**config.mk**
```make
export PLATFORM = sky130hd
export DESIGN_NAME = rx_carrier_detect
export DESIGN_NICKNAME = d
export VERILOG_FILES = /design/src/rtl/cgdet_pkg.sv /design/src/rtl/cgdet_classify.sv /design/src/rtl/cgdet_frame_fsm.sv /design/src/rtl/cgdet_col.sv /design/src/rtl/rx_carrier_detect.sv
export SDC_FILE = /design/constraint.sdc
export NUM_CORES = 1
export LEC_CHECK = 0
export ABC_CLOCK_PERIOD_IN_PS = 1350
export BUFFER_PORTS_ARGS = -buffer_cell sky130_fd_sc_hd__buf_2
export CAP_MARGIN = 15
export CELL_PAD_IN_SITES_DETAIL_PLACEMENT = 0
export CELL_PAD_IN_SITES_GLOBAL_PLACEMENT = 1
export CORE_MARGIN = 10
export CORE_UTILIZATION = 33
export DETAILED_ROUTE_END_ITERATION = 10
export HOLD_SLACK_MARGIN = 0.05
export PLACE_DENSITY_LB_ADDON = 0.1
export REMOVE_ABC_BUFFERS = 1
export SETUP_SLACK_MARGIN = 0.02
export SYNTH_ARGS = -nofsm -noshare
export SYNTH_HDL_FRONTEND = slang
export SYNTH_HIERARCHICAL = 1
export SYNTH_SLANG_ARGS = --single-unit
```
**constraint.sdc**
```tcl
create_clock -name clk -period 1.35 [get_ports clk]
set_input_delay 0.135 -clock clk [delete_from_list [all_inputs] [get_ports clk]]
set_output_delay 0.135 -clock clk [all_outputs]
set_load 0.01 [all_outputs]
```
**src/rtl/cgdet_pkg.sv**
```systemverilog
package cgdet_pkg;
  localparam int CG_W     = 5;
  localparam int N_DATA   = 16;

  typedef logic [CG_W-1:0] cg_t;

  localparam cg_t CG_J    = 5'b11000;
  localparam cg_t CG_K    = 5'b10001;
  localparam cg_t CG_T    = 5'b01101;
  localparam cg_t CG_R    = 5'b00111;
  localparam cg_t CG_IDLE = 5'b11111;

  typedef enum logic [2:0] {
    ST_SEARCH,
    ST_SAW_J,
    ST_FRAME,
    ST_SAW_T,
    ST_ABORT
  } det_st_e;

  typedef struct packed {
    logic is_data;
    logic is_j;
    logic is_k;
    logic is_t;
    logic is_r;
    logic is_idle;
  } cg_cls_t;

  // 4B5B data code group for nibble value nib
  function automatic cg_t data_code(input int unsigned nib);
    cg_t c;
    case (nib)
      0:  c = 5'b11110;  1:  c = 5'b01001;
      2:  c = 5'b10100;  3:  c = 5'b10101;
      4:  c = 5'b01010;  5:  c = 5'b01011;
      6:  c = 5'b01110;  7:  c = 5'b01111;
      8:  c = 5'b10010;  9:  c = 5'b10011;
      10: c = 5'b10110;  11: c = 5'b10111;
      12: c = 5'b11010;  13: c = 5'b11011;
      14: c = 5'b11100;  default: c = 5'b11101;
    endcase
    return c;
  endfunction
endpackage

```
**src/rtl/cgdet_classify.sv**
```systemverilog
module cgdet_classify
  import cgdet_pkg::*;
#(
  parameter int NDATA = N_DATA
) (
  input  cg_t     sym,
  output cg_cls_t cls
);
  logic [NDATA-1:0] hit;

  for (genvar i = 0; i < NDATA; i++) begin : g_data
    assign hit[i] = (sym == data_code(i));
  end

  always_comb begin
    cls.is_data = |hit;
    cls.is_j    = (sym == CG_J);
    cls.is_k    = (sym == CG_K);
    cls.is_t    = (sym == CG_T);
    cls.is_r    = (sym == CG_R);
    cls.is_idle = (sym == CG_IDLE);
  end
endmodule

```
**src/rtl/cgdet_frame_fsm.sv**
```systemverilog
module cgdet_frame_fsm
  import cgdet_pkg::*;
(
  input  logic    clk,
  input  logic    rst,
  input  logic    sym_vld,
  input  cg_cls_t cls,
  output logic    crs,
  output logic    rx_dv,
  output logic    rx_er
);
  det_st_e st_q;
  logic    crs_q, dv_q, er_q;

  always_ff @(posedge clk) begin
    if (rst) begin
      st_q  <= ST_SEARCH;
      crs_q <= 1'b0;
      dv_q  <= 1'b0;
      er_q  <= 1'b0;
    end else if (st_q == ST_ABORT) begin
      st_q  <= ST_SEARCH;
      crs_q <= 1'b0;
      dv_q  <= 1'b0;
      er_q  <= 1'b0;
    end else if (sym_vld) begin
      er_q <= 1'b0;
      unique case (st_q)
        ST_SEARCH: begin
          if (cls.is_j) st_q <= ST_SAW_J;
        end
        ST_SAW_J: begin
          if (cls.is_k) begin
            st_q  <= ST_FRAME;
            crs_q <= 1'b1;
          end else if (!cls.is_j) begin
            st_q <= ST_SEARCH;
          end
        end
        ST_FRAME: begin
          if (cls.is_t) begin
            st_q <= ST_SAW_T;
          end else if (cls.is_idle) begin
            er_q <= dv_q;
            st_q <= ST_ABORT;
          end else begin
            dv_q <= 1'b1;
            er_q <= !cls.is_data;
          end
        end
        ST_SAW_T: begin
          if (cls.is_r) begin
            st_q  <= ST_SEARCH;
            crs_q <= 1'b0;
            dv_q  <= 1'b0;
          end else if (cls.is_idle) begin
            er_q <= dv_q;
            st_q <= ST_ABORT;
          end else begin
            dv_q <= 1'b1;
            er_q <= 1'b1;
            st_q <= ST_FRAME;
          end
        end
        default: st_q <= ST_SEARCH;
      endcase
    end
  end

  assign crs   = crs_q;
  assign rx_dv = dv_q;
  assign rx_er = er_q;
endmodule

```
**src/rtl/cgdet_col.sv**
```systemverilog
module cgdet_col (
  input  logic half_dup,
  input  logic tx_en,
  input  logic crs,
  output logic col
);
  assign col = half_dup & tx_en & crs;
endmodule

```
**src/rtl/rx_carrier_detect.sv**
```systemverilog
module rx_carrier_detect
  import cgdet_pkg::*;
(
  input  logic            clk,
  input  logic            rst,
  input  logic            sym_vld,
  input  logic [CG_W-1:0] sym,
  input  logic            tx_en,
  input  logic            half_dup,
  output logic            crs,
  output logic            rx_dv,
  output logic            rx_er,
  output logic            col
);
  cg_cls_t cls;

  cgdet_classify u_cls (
    .sym (sym),
    .cls (cls)
  );

  cgdet_frame_fsm u_fsm (
    .clk     (clk),
    .rst     (rst),
    .sym_vld (sym_vld),
    .cls     (cls),
    .crs     (crs),
    .rx_dv   (rx_dv),
    .rx_er   (rx_er)
  );

  cgdet_col u_col (
    .half_dup (half_dup),
    .tx_en    (tx_en),
    .crs      (crs),
    .col      (col)
  );
endmodule

```
==> summary.md <==
| Metric | Value |
|---|---|
| Fill count | 136 |
| Synth area leader | dfxtp_1 |
| Final Hold Viols | 0 |
| Fmax achieved | 824 MHz |
| Final min period | 1210 ps |
| Chip width | 56.8 um |
| Die Area | 3230 um^2 |
| Compound-Gate Fraction of Synth Area | 0.265 |
| Synth Instances | 59 |
| Pre-antenna DRT Iters | 4 |
| Synth Warn # | 6 |
| Multi-input logic area | 300 um^2 |
| Row count | 13 |
| H-tree levels | 1 |
| Post-Synth Adder-Cell Area | 0 |
| Final net count | 95 |
| Critical path's top delay family | simple AND/OR/NAND/NOR gates |
| Largest family of logic cells by synthesized area | simple AND/OR/NAND/NOR gates |
| Simple-gate share of the synthesized area | 0.380 |
| Vias in the first global route | 520 |
| Post-synth cell types | 29 |
| Pwr per Cell Area | 659 nW/um^2 |
| CP Data Arrival Time | 1390 ps |
| Post-synthesis mux area share | 0.0251 |
| Sw power | 0.0943 mW |
| Clock Power Share | 0.400 |
| Crit-path cells | or4b_1, a21oi_1, a31oi_1, nor2_1 |
| Post-CTS Repair Setup Buffers | 0 |
| Sequential cell area | 120 um^2 |
| M3 GR Usage | 0.0337 |
| Seq/Total Area, Yosys | 0.268 |
| Layout cell share with drive strength beyond 1 | 0.361 |
| Area Growth Syn to Fin | 36.9% |
| Final number of max-transition violations | 0 |
| Detailed-route via count | 515 |
| Crit-path max FO | 6 |
| Status | finished, final reports clean |
| Sw frac | 0.233 |
| Critical Path Slowest Stage Cell | or4b_1 |
| Critical Path End Type | flip-flop |
| Worst VDD drop | 0.296 mV |
| Final Cycle Share | 0.899 |
| GRT overflow | 0 |
| RSZ-0062 raised after global routing | false |
| Clk_skew | 1.78 ps |
| Gr usage total | 0.0786 |
| Ant. Diodes | 0 |
| Final WL | 1260 um |
| Worst-Skew Late Latency | 240 ps |
| First-pass GRT wire length | 2140 um |
| Mapped cell area | 448 um^2 |
| Port bufs | 13 |
| Layout Cells excl Fill | 98 |
| Top cell type's share of synthesized area | 0.268 |
| Clock root buffer | clkbuf_4 |
| P_leak | 0.267 nW |
| Clock sinks | 6 |
| Initial antenna violation count | 0 |
| Internal | 0.310 mW |
| Worst Tran Pin Value | 367 ps |
| Drt wl/cell | 12.8 um |
| Total CTS buffers | 3 |
| # IOs | 14 |
| Sequential share of power | 0.442 |
| Post-route ant nets | 0 |
| Max-cap violation count | 0 |
| Initial Utilization | 0.349 |
| Worst hold-check path type | primary input to flip-flop |
| Total core area | 1280 um^2 |
| CTS Hold Bufs | 0 |
| Hpwl dp | 1020 um |
| GR Util met1 | 0.0931 |
| Final Setup Violations | 0 |
| Die Height | 56.8 um |
| Syn_area_per_cell | 7.59 um^2 |
| Post-layout util | 0.477 |
| Via density per instance | 5.26 |
| Placed cell count | 95 |
| Critical path required time | 1530 ps |
| Setup CP Type | flip-flop to flip-flop |
| Routability cong. | 0.774 |
| Largest cells by area after synthesis | dfxtp_1 27%, a21oi_1 8.9%, nor3_1 4.5% |
| Met2 Resource Use GR | 0.113 |
| Clk pin slew, worst setup/hold paths | 40 ps |
| DRC viols | 0 |
| GR peak layer | met2 |
| Gate power share | 0.159 |
| # resized after CTS | 0 |
| CTS tree | built |
| Drt first-iter violations | 10 |
| Critical path's largest stage delay | 520 ps |
| Worst setup margin | 137 ps |
| Largest net degree at the start of global routing | 7 |
| Post-place setup slack | -110 ps |
| Slew HR | 0.753 |
| Post-Synth XOR/XNOR Area | 0 |
| Crit start category | flip-flop |
| CTS Buffer Depth | 2 |
| CP bufs+invs | 0 |
| Hold Slack | 80.6 ps |
| Seq cells post-synth | 6 |
## power by group through the flow
| stage | logic (mW) | registers (mW) | clock network (mW) |
|---|---|---|---|
| floorplan | 0.0275 | 0.182 | 0 |
| global placement | 0.0645 | 0.182 | 0 |
| detailed placement | 0.0638 | 0.182 | 0 |
| CTS | 0.0641 | 0.178 | 0.175 |
| global route | 0.0728 | 0.178 | 0.181 |
| finish | 0.0641 | 0.179 | 0.162 |
## per-layer routing
layer | part of all wire | up-vias
met5 | 0 | -
met2 | 0.44 | 11
li1 | - | 270
met4 | 0.0048 | 0
met3 | 0.056 | 2
met1 | 0.49 | 232
## cells by family after synthesis
family / Yosys count
simple gates: 29
compound gates: 18
flops: 6
buf+inv: 5
mux: 1
## path summary, 6_finish.rpt
check                      from             to  slack, ps  cells after the start
setup reg to reg  u_fsm/st_q[2]  u_fsm/st_q[0]        140                      4
hold / removal              rst  u_fsm/st_q[1]         80                      2
setup / recovery  u_fsm/st_q[2]  u_fsm/st_q[0]        140                      4
hold reg to reg     u_fsm/rx_er    u_fsm/rx_er        470                      2
## flip-flops by register name (all words and copies together) (netlist names)
signal,flops
u_fsm/crs,1
u_fsm/rx_dv,1
u_fsm/rx_er,1
u_fsm/st_q,3
## synthesized netlist by cell type (all sizes together)
library cell and n:
o221a 1, a21o 1, a21oi 8, nor4 2, nand2b 3, or4b 1
and2b 1, dfxtp 6, or2b 2, nor2b 3, nor4b 1, o21ai 1
mux2 1, o22ai 1, nor3 4, o2111ai 1, a41oi 1, nand4 1
and3 1, buf 2, nand2 5, o21a 1, nor2 4, a31oi 1
a2bb2oi 1, inv 3, o32ai 1, and3b 1
## placed cells by master, fill, tap and decap left out, types with 2 or more instances in the layout
cell	synthesis	layout
nand2_1	5	5
clkbuf_4	0	3
buf_4	0	10
nor2b_1	3	3
buf_2	1	13
nand2b_1	3	3
nor3_1	4	4
nor2_1	4	4
dfxtp_1	6	6
or2b_1	2	2
inv_1	3	3
nor4_1	2	2
a21oi_1	8	8
## layout make-up
class,count,share of cell area
Clock buffer,3,0.0367
Inverter,3,0.0184
Multi-Input combinational cell,48,0.490
Sequential cell,6,0.196
Tap cell,15,0.0306
Timing Repair Buffer,23,0.229
## metrics by stage
| stage | instance area (um^2) | total power [mW] | TNS (ps) |
|---|---|---|---|
| floorplan | 432 | 0.209 | 0 |
| global placement | 591 | 0.246 | -142 |
| detailed placement | 591 | 0.245 | -238 |
| CTS | 613 | 0.417 | 0 |
| global route | 613 | 0.432 | 0 |
| finish | 613 | 0.404 | 0 |
Power figures use the tool's default switching activity.
